===== src/rtl/sramCtlPkg.sv =====
package sramCtlPkg;

  typedef enum logic [2:0] {
    ST_IDLE,
    ST_RD_ACCESS,
    ST_RD_FLOAT,
    ST_WR_SETUP,
    ST_WR_PULSE,
    ST_WR_RECOVER
  } ctlState_t;

  // Registered memory-side strobes; laneGate opens the held lane mask.
  typedef struct packed {
    logic chipSelN;
    logic outEnN;
    logic wrEnN;
    logic laneGate;
    logic busDrive;
  } pinStrobes_t;

  // One-cycle commands from control to datapath.
  typedef struct packed {
    logic loadReq;
    logic captureRd;
    logic zeroRd;
  } dpCtl_t;

endpackage


===== src/rtl/sramCtlFsm.sv =====
module sramCtlFsm
  import sramCtlPkg::*;
#(
  parameter int LANES       = 2,
  parameter int READ_WAIT   = 2,
  parameter int WE_PULSE    = 1,
  parameter int FLOAT_CYC   = 1,
  parameter int RECOVER_CYC = 1
) (
  input  logic              clk,
  input  logic              rstN,
  input  logic              reqValid,
  input  logic              reqWrite,
  input  logic [LANES-1:0]  reqLaneEn,
  output logic              reqReady,
  output pinStrobes_t       strobes,
  output dpCtl_t            dpCtl
);

  localparam int RW   = (READ_WAIT   < 1) ? 1 : READ_WAIT;
  localparam int WP   = (WE_PULSE    < 1) ? 1 : WE_PULSE;
  localparam int FL   = (FLOAT_CYC   < 1) ? 1 : FLOAT_CYC;
  localparam int RC   = (RECOVER_CYC < 1) ? 1 : RECOVER_CYC;
  localparam int M1   = (RW > WP) ? RW : WP;
  localparam int M2   = (FL > RC) ? FL : RC;
  localparam int MAXC = (M1 > M2) ? M1 : M2;
  localparam int CNT_W = $clog2(MAXC + 1);

  ctlState_t        state, nextState;
  logic [CNT_W-1:0] cnt, nextCnt;

  function automatic pinStrobes_t strobeOf(ctlState_t s);
    pinStrobes_t p;
    p = '{chipSelN: 1'b1, outEnN: 1'b1, wrEnN: 1'b1, laneGate: 1'b0, busDrive: 1'b0};
    case (s)
      ST_RD_ACCESS: begin
        p.chipSelN = 1'b0;
        p.outEnN   = 1'b0;
        p.laneGate = 1'b1;
      end
      ST_WR_SETUP: begin
        p.chipSelN = 1'b0;
        p.laneGate = 1'b1;
        p.busDrive = 1'b1;
      end
      ST_WR_PULSE: begin
        p.chipSelN = 1'b0;
        p.wrEnN    = 1'b0;
        p.laneGate = 1'b1;
        p.busDrive = 1'b1;
      end
      default: ;
    endcase
    return p;
  endfunction

  always_comb begin
    nextState = state;
    nextCnt   = cnt;
    dpCtl     = '0;
    case (state)
      ST_IDLE: begin
        if (reqValid) begin
          dpCtl.loadReq = 1'b1;
          if (reqLaneEn == '0) begin
            dpCtl.zeroRd = !reqWrite;
          end else if (reqWrite) begin
            nextState = ST_WR_SETUP;
          end else begin
            nextState = ST_RD_ACCESS;
            nextCnt   = CNT_W'(RW - 1);
          end
        end
      end
      ST_RD_ACCESS: begin
        if (cnt == '0) begin
          dpCtl.captureRd = 1'b1;
          nextState       = ST_RD_FLOAT;
          nextCnt         = CNT_W'(FL - 1);
        end else begin
          nextCnt = cnt - 1'b1;
        end
      end
      ST_RD_FLOAT: begin
        if (cnt == '0) nextState = ST_IDLE;
        else           nextCnt   = cnt - 1'b1;
      end
      ST_WR_SETUP: begin
        nextState = ST_WR_PULSE;
        nextCnt   = CNT_W'(WP - 1);
      end
      ST_WR_PULSE: begin
        if (cnt == '0) begin
          nextState = ST_WR_RECOVER;
          nextCnt   = CNT_W'(RC - 1);
        end else begin
          nextCnt = cnt - 1'b1;
        end
      end
      ST_WR_RECOVER: begin
        if (cnt == '0) nextState = ST_IDLE;
        else           nextCnt   = cnt - 1'b1;
      end
      default: nextState = ST_IDLE;
    endcase
  end

  always_ff @(posedge clk or negedge rstN) begin
    if (!rstN) begin
      state   <= ST_IDLE;
      cnt     <= '0;
      strobes <= strobeOf(ST_IDLE);
    end else begin
      state   <= nextState;
      cnt     <= nextCnt;
      strobes <= strobeOf(nextState);
    end
  end

  assign reqReady = (state == ST_IDLE);

endmodule


===== src/rtl/sramCtlDatapath.sv =====
module sramCtlDatapath
  import sramCtlPkg::*;
#(
  parameter int ADDR_W = 16,
  parameter int DATA_W = 16,
  parameter int LANE_W = 8,
  localparam int LANES = DATA_W / LANE_W
) (
  input  logic              clk,
  input  logic              rstN,
  input  dpCtl_t            dpCtl,
  input  pinStrobes_t       strobes,
  input  logic [ADDR_W-1:0] reqAddr,
  input  logic [DATA_W-1:0] reqWdata,
  input  logic [LANES-1:0]  reqLaneEn,
  input  logic [DATA_W-1:0] sramDqIn,
  output logic [ADDR_W-1:0] sramAddr,
  output logic [LANES-1:0]  sramLaneN,
  output logic [DATA_W-1:0] sramDqOut,
  output logic [DATA_W-1:0] rspData,
  output logic              rspValid
);

  logic [ADDR_W-1:0] addrQ;
  logic [DATA_W-1:0] wdataQ;
  logic [LANES-1:0]  laneQ;
  logic [DATA_W-1:0] capData;

  for (genvar g = 0; g < LANES; g++) begin : gLane
    assign capData[g*LANE_W +: LANE_W] =
      laneQ[g] ? sramDqIn[g*LANE_W +: LANE_W] : '0;
  end

  always_ff @(posedge clk or negedge rstN) begin
    if (!rstN) begin
      addrQ    <= '0;
      wdataQ   <= '0;
      laneQ    <= '0;
      rspData  <= '0;
      rspValid <= 1'b0;
    end else begin
      if (dpCtl.loadReq) begin
        addrQ  <= reqAddr;
        wdataQ <= reqWdata;
        laneQ  <= reqLaneEn;
      end
      if (dpCtl.captureRd)   rspData <= capData;
      else if (dpCtl.zeroRd) rspData <= '0;
      rspValid <= dpCtl.captureRd | dpCtl.zeroRd;
    end
  end

  assign sramAddr  = addrQ;
  assign sramDqOut = wdataQ;
  assign sramLaneN = ~(laneQ & {LANES{strobes.laneGate}});

endmodule


===== src/rtl/asyncSramCtl.sv =====
module asyncSramCtl
  import sramCtlPkg::*;
#(
  parameter int ADDR_W      = 16,
  parameter int DATA_W      = 16,
  parameter int LANE_W      = 8,
  parameter int READ_WAIT   = 2,
  parameter int WE_PULSE    = 1,
  parameter int FLOAT_CYC   = 1,
  parameter int RECOVER_CYC = 1
) (
  input  logic                     clk,
  input  logic                     rstN,
  input  logic                     reqValid,
  output logic                     reqReady,
  input  logic                     reqWrite,
  input  logic [ADDR_W-1:0]        reqAddr,
  input  logic [DATA_W-1:0]        reqWdata,
  input  logic [DATA_W/LANE_W-1:0] reqLaneEn,
  output logic                     rspValid,
  output logic [DATA_W-1:0]        rspData,
  output logic [ADDR_W-1:0]        sramAddr,
  output logic                     sramCeN,
  output logic                     sramOeN,
  output logic                     sramWeN,
  output logic [DATA_W/LANE_W-1:0] sramLaneN,
  output logic [DATA_W-1:0]        sramDqOut,
  input  logic [DATA_W-1:0]        sramDqIn,
  output logic                     sramDqDrive
);

  localparam int LANES = DATA_W / LANE_W;

  pinStrobes_t strobes;
  dpCtl_t      dpCtl;

  sramCtlFsm #(
    .LANES(LANES), .READ_WAIT(READ_WAIT), .WE_PULSE(WE_PULSE),
    .FLOAT_CYC(FLOAT_CYC), .RECOVER_CYC(RECOVER_CYC)
  ) i_fsm (
    .clk(clk), .rstN(rstN), .reqValid(reqValid), .reqWrite(reqWrite),
    .reqLaneEn(reqLaneEn), .reqReady(reqReady), .strobes(strobes), .dpCtl(dpCtl)
  );

  sramCtlDatapath #(.ADDR_W(ADDR_W), .DATA_W(DATA_W), .LANE_W(LANE_W)) i_dp (
    .clk(clk), .rstN(rstN), .dpCtl(dpCtl), .strobes(strobes),
    .reqAddr(reqAddr), .reqWdata(reqWdata), .reqLaneEn(reqLaneEn),
    .sramDqIn(sramDqIn), .sramAddr(sramAddr), .sramLaneN(sramLaneN),
    .sramDqOut(sramDqOut), .rspData(rspData), .rspValid(rspValid)
  );

  assign sramCeN     = strobes.chipSelN;
  assign sramOeN     = strobes.outEnN;
  assign sramWeN     = strobes.wrEnN;
  assign sramDqDrive = strobes.busDrive;

endmodule


===== config.mk =====
export PLATFORM = sky130hd
export DESIGN_NAME = asyncSramCtl
export DESIGN_NICKNAME = d
export VERILOG_FILES = /design/src/rtl/sramCtlPkg.sv /design/src/rtl/sramCtlFsm.sv /design/src/rtl/sramCtlDatapath.sv /design/src/rtl/asyncSramCtl.sv
export SDC_FILE = /design/constraint.sdc
export NUM_CORES = 1
export LEC_CHECK = 0
export BUFFER_PORTS_ARGS = -buffer_cell sky130_fd_sc_hd__clkbuf_2
export CAP_MARGIN = 20
export CORE_AREA = 2 2 80 82
export DETAILED_ROUTE_END_ITERATION = 6
export DIE_AREA = 0 0 82 84
export GPL_TIMING_DRIVEN = 0
export MAX_ROUTING_LAYER = met4
export PLACE_DENSITY_LB_ADDON = 0.3
export RECOVER_POWER = 25
export SYNTH_ARGS = -nofsm -noshare
export SYNTH_HDL_FRONTEND = slang
export SYNTH_SLANG_ARGS = --single-unit

===== constraint.sdc =====
create_clock -name clk -period 1.9 [get_ports clk]
set_input_delay 0.19 -clock clk [delete_from_list [all_inputs] [get_ports clk]]
set_output_delay 0.19 -clock clk [all_outputs]
set_load 0.1 [all_outputs]

# Word-level counts from Yosys, hierarchy flattened
# Index checks and enable logic that the tools add are counted.
[totals] regBits=61 wordCells=68
[op_classes] addsub=1 n_eq_ne=12 mux=29 bitwise_logic=3 n_reduce_logical=11
[ops] op="16-bit 2-to-1 mux" n=2
[ops] op="8-bit 2-to-1 mux" n=2
[ops] op="3-bit 2-to-1 mux" n=5
[ops] op="3-bit case mux with 5 select lines" n=1
[ops] op="1-bit 2-to-1 mux" n=12
[ops] op="2-bit 2-to-1 mux" n=6
[ops] op="3-bit by 2-bit == test with 1-bit output, second input constant" n=3
[ops] op="3-bit == test, second input constant" n=3
[ops] op="2-bit != test, second input constant" n=4
[ops] op="2-bit case mux with 4 select lines" n=1
[ops] op="3-bit by 1-bit == test with 1-bit output, second input constant" n=2
[ops] op="2-bit OR reduction" n=3
[ops] op="5-bit AND reduction" n=1
[ops] op="2-bit zero test" n=2
[ops] op="4-bit nonzero test" n=1
[ops] op="3-bit zero test" n=1
[ops] op="3-bit OR reduction" n=1
[ops] op="2-bit AND" n=1
[ops] op="2-bit NOT" n=1
[ops] op="2-bit nonzero test" n=1
[ops] op="2-bit by 1-bit subtractor with 2-bit output, second input constant" n=1
[ops] op="1-bit zero test" n=1
[ops] op="1-bit OR" n=1

# Depth between registers and ports, before layout
[logic_depth] depth_word=7 depth_mapped=7 ltp_nobuf=6

# By module
# Synthesis repeated with hierarchy kept, for this count alone.
[unflattened] cells_unflattened=183 hier_area_um2=2663.8
[modules_own_cells] module="sramCtlDatapath" n_inst=1 cells_per_inst=114 area_per_inst_um2=2023.2
[modules_own_cells] module="sramCtlFsm" n_inst=1 cells_per_inst=69 area_per_inst_um2=640.6

# Worst setup path before layout
# OpenSTA, ideal clock, no wires.
[synth_path] kind="register -> register" startpoint="register i_fsm.state[0]" endpoint="register i_fsm.cnt[1]" t_arrival_ps=2085 required_ps=1775 path_slack_ps=-310 path_stages_with_launch=6 synth_period_minus_slack_ps=2210 cell_sequence="dfrtp_1 -> buf_6 -> nor3_4 -> o21ai_0 -> nand3_1 -> mux2_2"
[synth_lines] element="from (decl)" line_no="sramCtlFsm.sv:29" source="ctlState_t state, nextState;"
[synth_lines] element="from (signal assigned)" line_no="sramCtlFsm.sv:114" source="state <= nextState;"
[synth_lines] element="3-bit zero test (*)"
[synth_lines] element="net reqReady" line_no="asyncSramCtl.sv:15" source="output logic reqReady,"
[synth_lines] element="2-bit != test (no source line) / 4-bit nonzero test (equally long branches)"
[synth_lines] element="5-bit AND reduction (no source line)"
[synth_lines] element="to (signal assigned)" line_no="sramCtlFsm.sv:115" source="cnt <= nextCnt;"
[synth_lines] element="to (decl)" line_no="sramCtlFsm.sv:30" source="logic [CNT_W-1:0] cnt, nextCnt;"
# The timed path passes the listed nets; every way through them passes the cells marked *.
# A chain may end at the register's enable or synchronous reset.

# Final worst setup path
[layout_path] startpoint="register i_fsm.state[1]" endpoint="output port reqReady"
[layout_between] elab_chain_len=1
[layout_lines] element="3-bit zero test" line_no="sramCtlFsm.sv:120" source="assign reqReady = (state == ST_IDLE);"
[layout_lines] element="to (decl)" line_no="asyncSramCtl.sv:15"
# No other way between the ends.

==> summary.md <==
| Metric | Value |
|---|---|
| Status | `finished, final reports clean` |
| # nets final | `466` |
| Flops & latches, synth | `61` |
| Synth Area in XOR/XNOR | `0.003318` |
| DR vias | `2384` |
| Cell Rows | `29` |
| Post-CTS Hold Fix Bufs | `0` |
| Share of the synthesized area in the top cell type | `0.5498` |
| Largest family of logic cells by synthesized area | `simple AND/OR/NAND/NOR gates` |
| Setup TNS | `0 ns` |
| Final Hold Fails | `0` |
| Arrival time at the worst endpoint | `1.65 ns` |
| Crit start category | `register` |
| Endpoint class of the critical path | `primary output` |
| Final worst path period need | `1.843 ns` |
| Post-synthesis sequential area ratio | `0.5796` |
| Global routing usage on met1 | `0.2438` |
| Met2 usage | `0.3016` |
| Placer Congestion | `0.8564` |
| Clk slew on worst S/H paths | `0.07 ns` |
| Die H | `84 um` |
| EDFF count, synth | `0` |
| Clock Path Buffers | `2` |
| Final setup viols | `0` |
| Netlist cell types | `34` |
| Antenna Nets Post-Route | `0` |
| Number of max-slew violations in the final report | `0` |
| Share of layout cells above drive strength 1 | `0.3430` |
| # DRC | `0` |
| Post-CTS setup buffers | `0` |
| Syn-to-layout area delta | `32.56%` |
| First-pass GRT wire length | `10.07 mm` |
| Most instantiated cells after synthesis | `nand2_1, dfrtp_1, o22ai_1` |
| Synth Warn # | `0` |
| Non-filler cells, final | `491` |
| Max-cap violations | `0` |
| GR Util met3 | `0.04221` |
| Iteration-0 DRC Markers | `100` |
| H-tree level count | `3` |
| Syn Inst Count | `289` |
| Clock Sinks | `61` |
| GR peak layer | `met2` |
| HP Class | `input port to register` |
| Post-Route WL | `6.224 mm` |
| CTS resizes | `0` |
| RR Endpoint | `i_dp.rspData[8]$_DFFE_PN0P_` |
| Setup crit start | `i_fsm.state[1]$_DFF_PN0_` |
| Fmax | `0.5427 GHz` |
| # placed instances | `475` |
| Worst R2R Start | `i_fsm.state[1]$_DFF_PN0_` |
| Via-to-Cell Ratio | `4.855` |
| RSZ-0062 raised after global routing | `false` |
| Antenna violations before repair | `0` |
| Mean Syn Cell Area | `9.135 um2` |
| Final setup skew | `0.009184 ns` |
| WL/cell | `12.68 um` |
| Async S/R FF share, synth | `1.000` |
| Final Cycle Share | `0.9698` |
| Clk_lat worst skew | `0.32 ns` |
| DR pass1 iterations | `4` |
| Top-count cell post-synth | `nand2_1` |
| Largest cells by area after synthesis | `dfrtp_1, nand2_1, o22ai_1` |
| Final Util | `0.5741` |
| Core Area | `6096 um2` |
| DPL Wire Length | `4.460 mm` |
| Syn nets | `346` |
| Clock root buffer | `clkbuf_8` |
| CTS buffer count | `9` |
| Ys flop type | `dfrtp_1` |
| Worst-Margin Slew | `1.482 ns` |
| Die Width | `82 um` |
| TritonCTS clock tree | `built` |
| Worst setup endpoint | `reqReady` |
| R2R cell count | `5` |
| Global route total overflow | `0` |
| IO Pins | `110` |
| Post-synthesis adder-cell area fraction | `0.01422` |
| Ant diodes | `0` |
| Mux share of post-synthesis cell area | `0.008057` |
| Port bufs | `109` |
| Number of global-route vias before repair | `2222` |
| Worst Path Max Fanout | `6` |
| Critical path data required time | `1.71 ns` |
| DIE AREA | `6888 um2` |
| Crit path kind | `register to primary output` |
| Synth Cell Area | `2640 um2` |
| Yosys top cell by area | `dfrtp_1` |
| GRT Total Usage | `0.1951` |
| Slew headroom | `0.01169` |
| Initial core utilization | `0.4331` |
| Largest net degree at the start of global routing | `62` |
| Post-Synth Simple-Gate Area | `0.2588` |
| R2r setup slk | `0.15 ns` |
| Synth Area in Compound Gates | `0.09242` |
-- cell type report --
class                      count  area, um2
clock buffer                  12      145.1
buffer                        18      125.1
inverter                       4      15.01
timing repair buffer         109      545.5
tap                           77      96.34
clock inverter                 4      47.55
fill                         583       2596
sequential                    61       1530
multi-input combinational    206      994.7
-- worst min path at each step --
| stage | start | to | slack (ns) | cells after the start |
|---|---|---|---|---|
| floorplan | rstN | i_dp.laneQ[0]$_DFFE_PN0P_ | -0.11 | 0 |
| global placement | reqAddr[11] | i_dp.sramAddr[11]$_DFFE_PN0P_ | 0.38 | 3 |
| detailed placement | rstN | i_dp.sramAddr[15]$_DFFE_PN0P_ | 0.37 | 1 |
| CTS | rstN | i_dp.sramDqOut[3]$_DFFE_PN0P_ | 0.008 | 1 |
| global route | reqAddr[7] | i_dp.sramAddr[7]$_DFFE_PN0P_ | 0.04 | 3 |
| finish | reqAddr[13] | i_dp.sramAddr[13]$_DFFE_PN0P_ | 0.05 | 3 |
-- stage by stage --
stage / setup WS (ns) / cell area, um2 / hold WS, ns
after floorplan: -0.2486 / 2665 / -0.1056
after global placement: 0.2152 / 3307 / 0.3797
after detailed placement: 0.1761 / 3309 / 0.3687
after CTS: 0.04447 / 3502 / 0.007751
after global routing: 0.01231 / 3500 / 0.03555
final: 0.05739 / 3500 / 0.04925
-- worst max-delay path, cell delays in order (launching register included) --
cell and delay (ns):
dfrtp_1 0.48, nor3_4 0.33, clkbuf_2 0.52
-- layout by cell type (no fill, tap or decap), drive strengths merged, types with 2 or more instances in the layout --
cell type  netlist  layout
nor3b            2       2
o21ai            5       5
dfrtp           58      58
ha               3       3
dfstp            3       3
o22ai           18      18
clkinv           0       2
clkbuf           7     128
inv              4       4
buf             11      11
nand2          143     143
nor2             2       2
o41ai            2       2
nand3            3       3
nor3             4       4
a21oi            6       6
nor2b            3       3
-- routing by layer --
metal,part of all wire,vias up
met5,0,-
met4,0.020,0
met3,0.049,12
met2,0.49,71
met1,0.44,1115
li1,-,1186
-- state kept, by name, summed over array words and instances, names as in the netlist --
signal / flops
i_dp.laneQ: 2
i_dp.rspValid: 1
i_dp.sramAddr: 16
i_fsm.strobes: 5
i_fsm.cnt: 2
i_fsm.state: 3
i_dp.rspData: 16
i_dp.sramDqOut: 16
-- logic make-up after synthesis --
logic type,Yosys count
AO/OA/AOI/OAI,38
buffers and inverters,22
XOR/XNOR,1
AND/OR/NAND/NOR,162
adder cells (fa/ha/maj),3
flip-flops,61
multiplexers,2
Power is not shown: default switching activity piles up to over one toggle a cycle in this logic, so the estimate is an artifact.
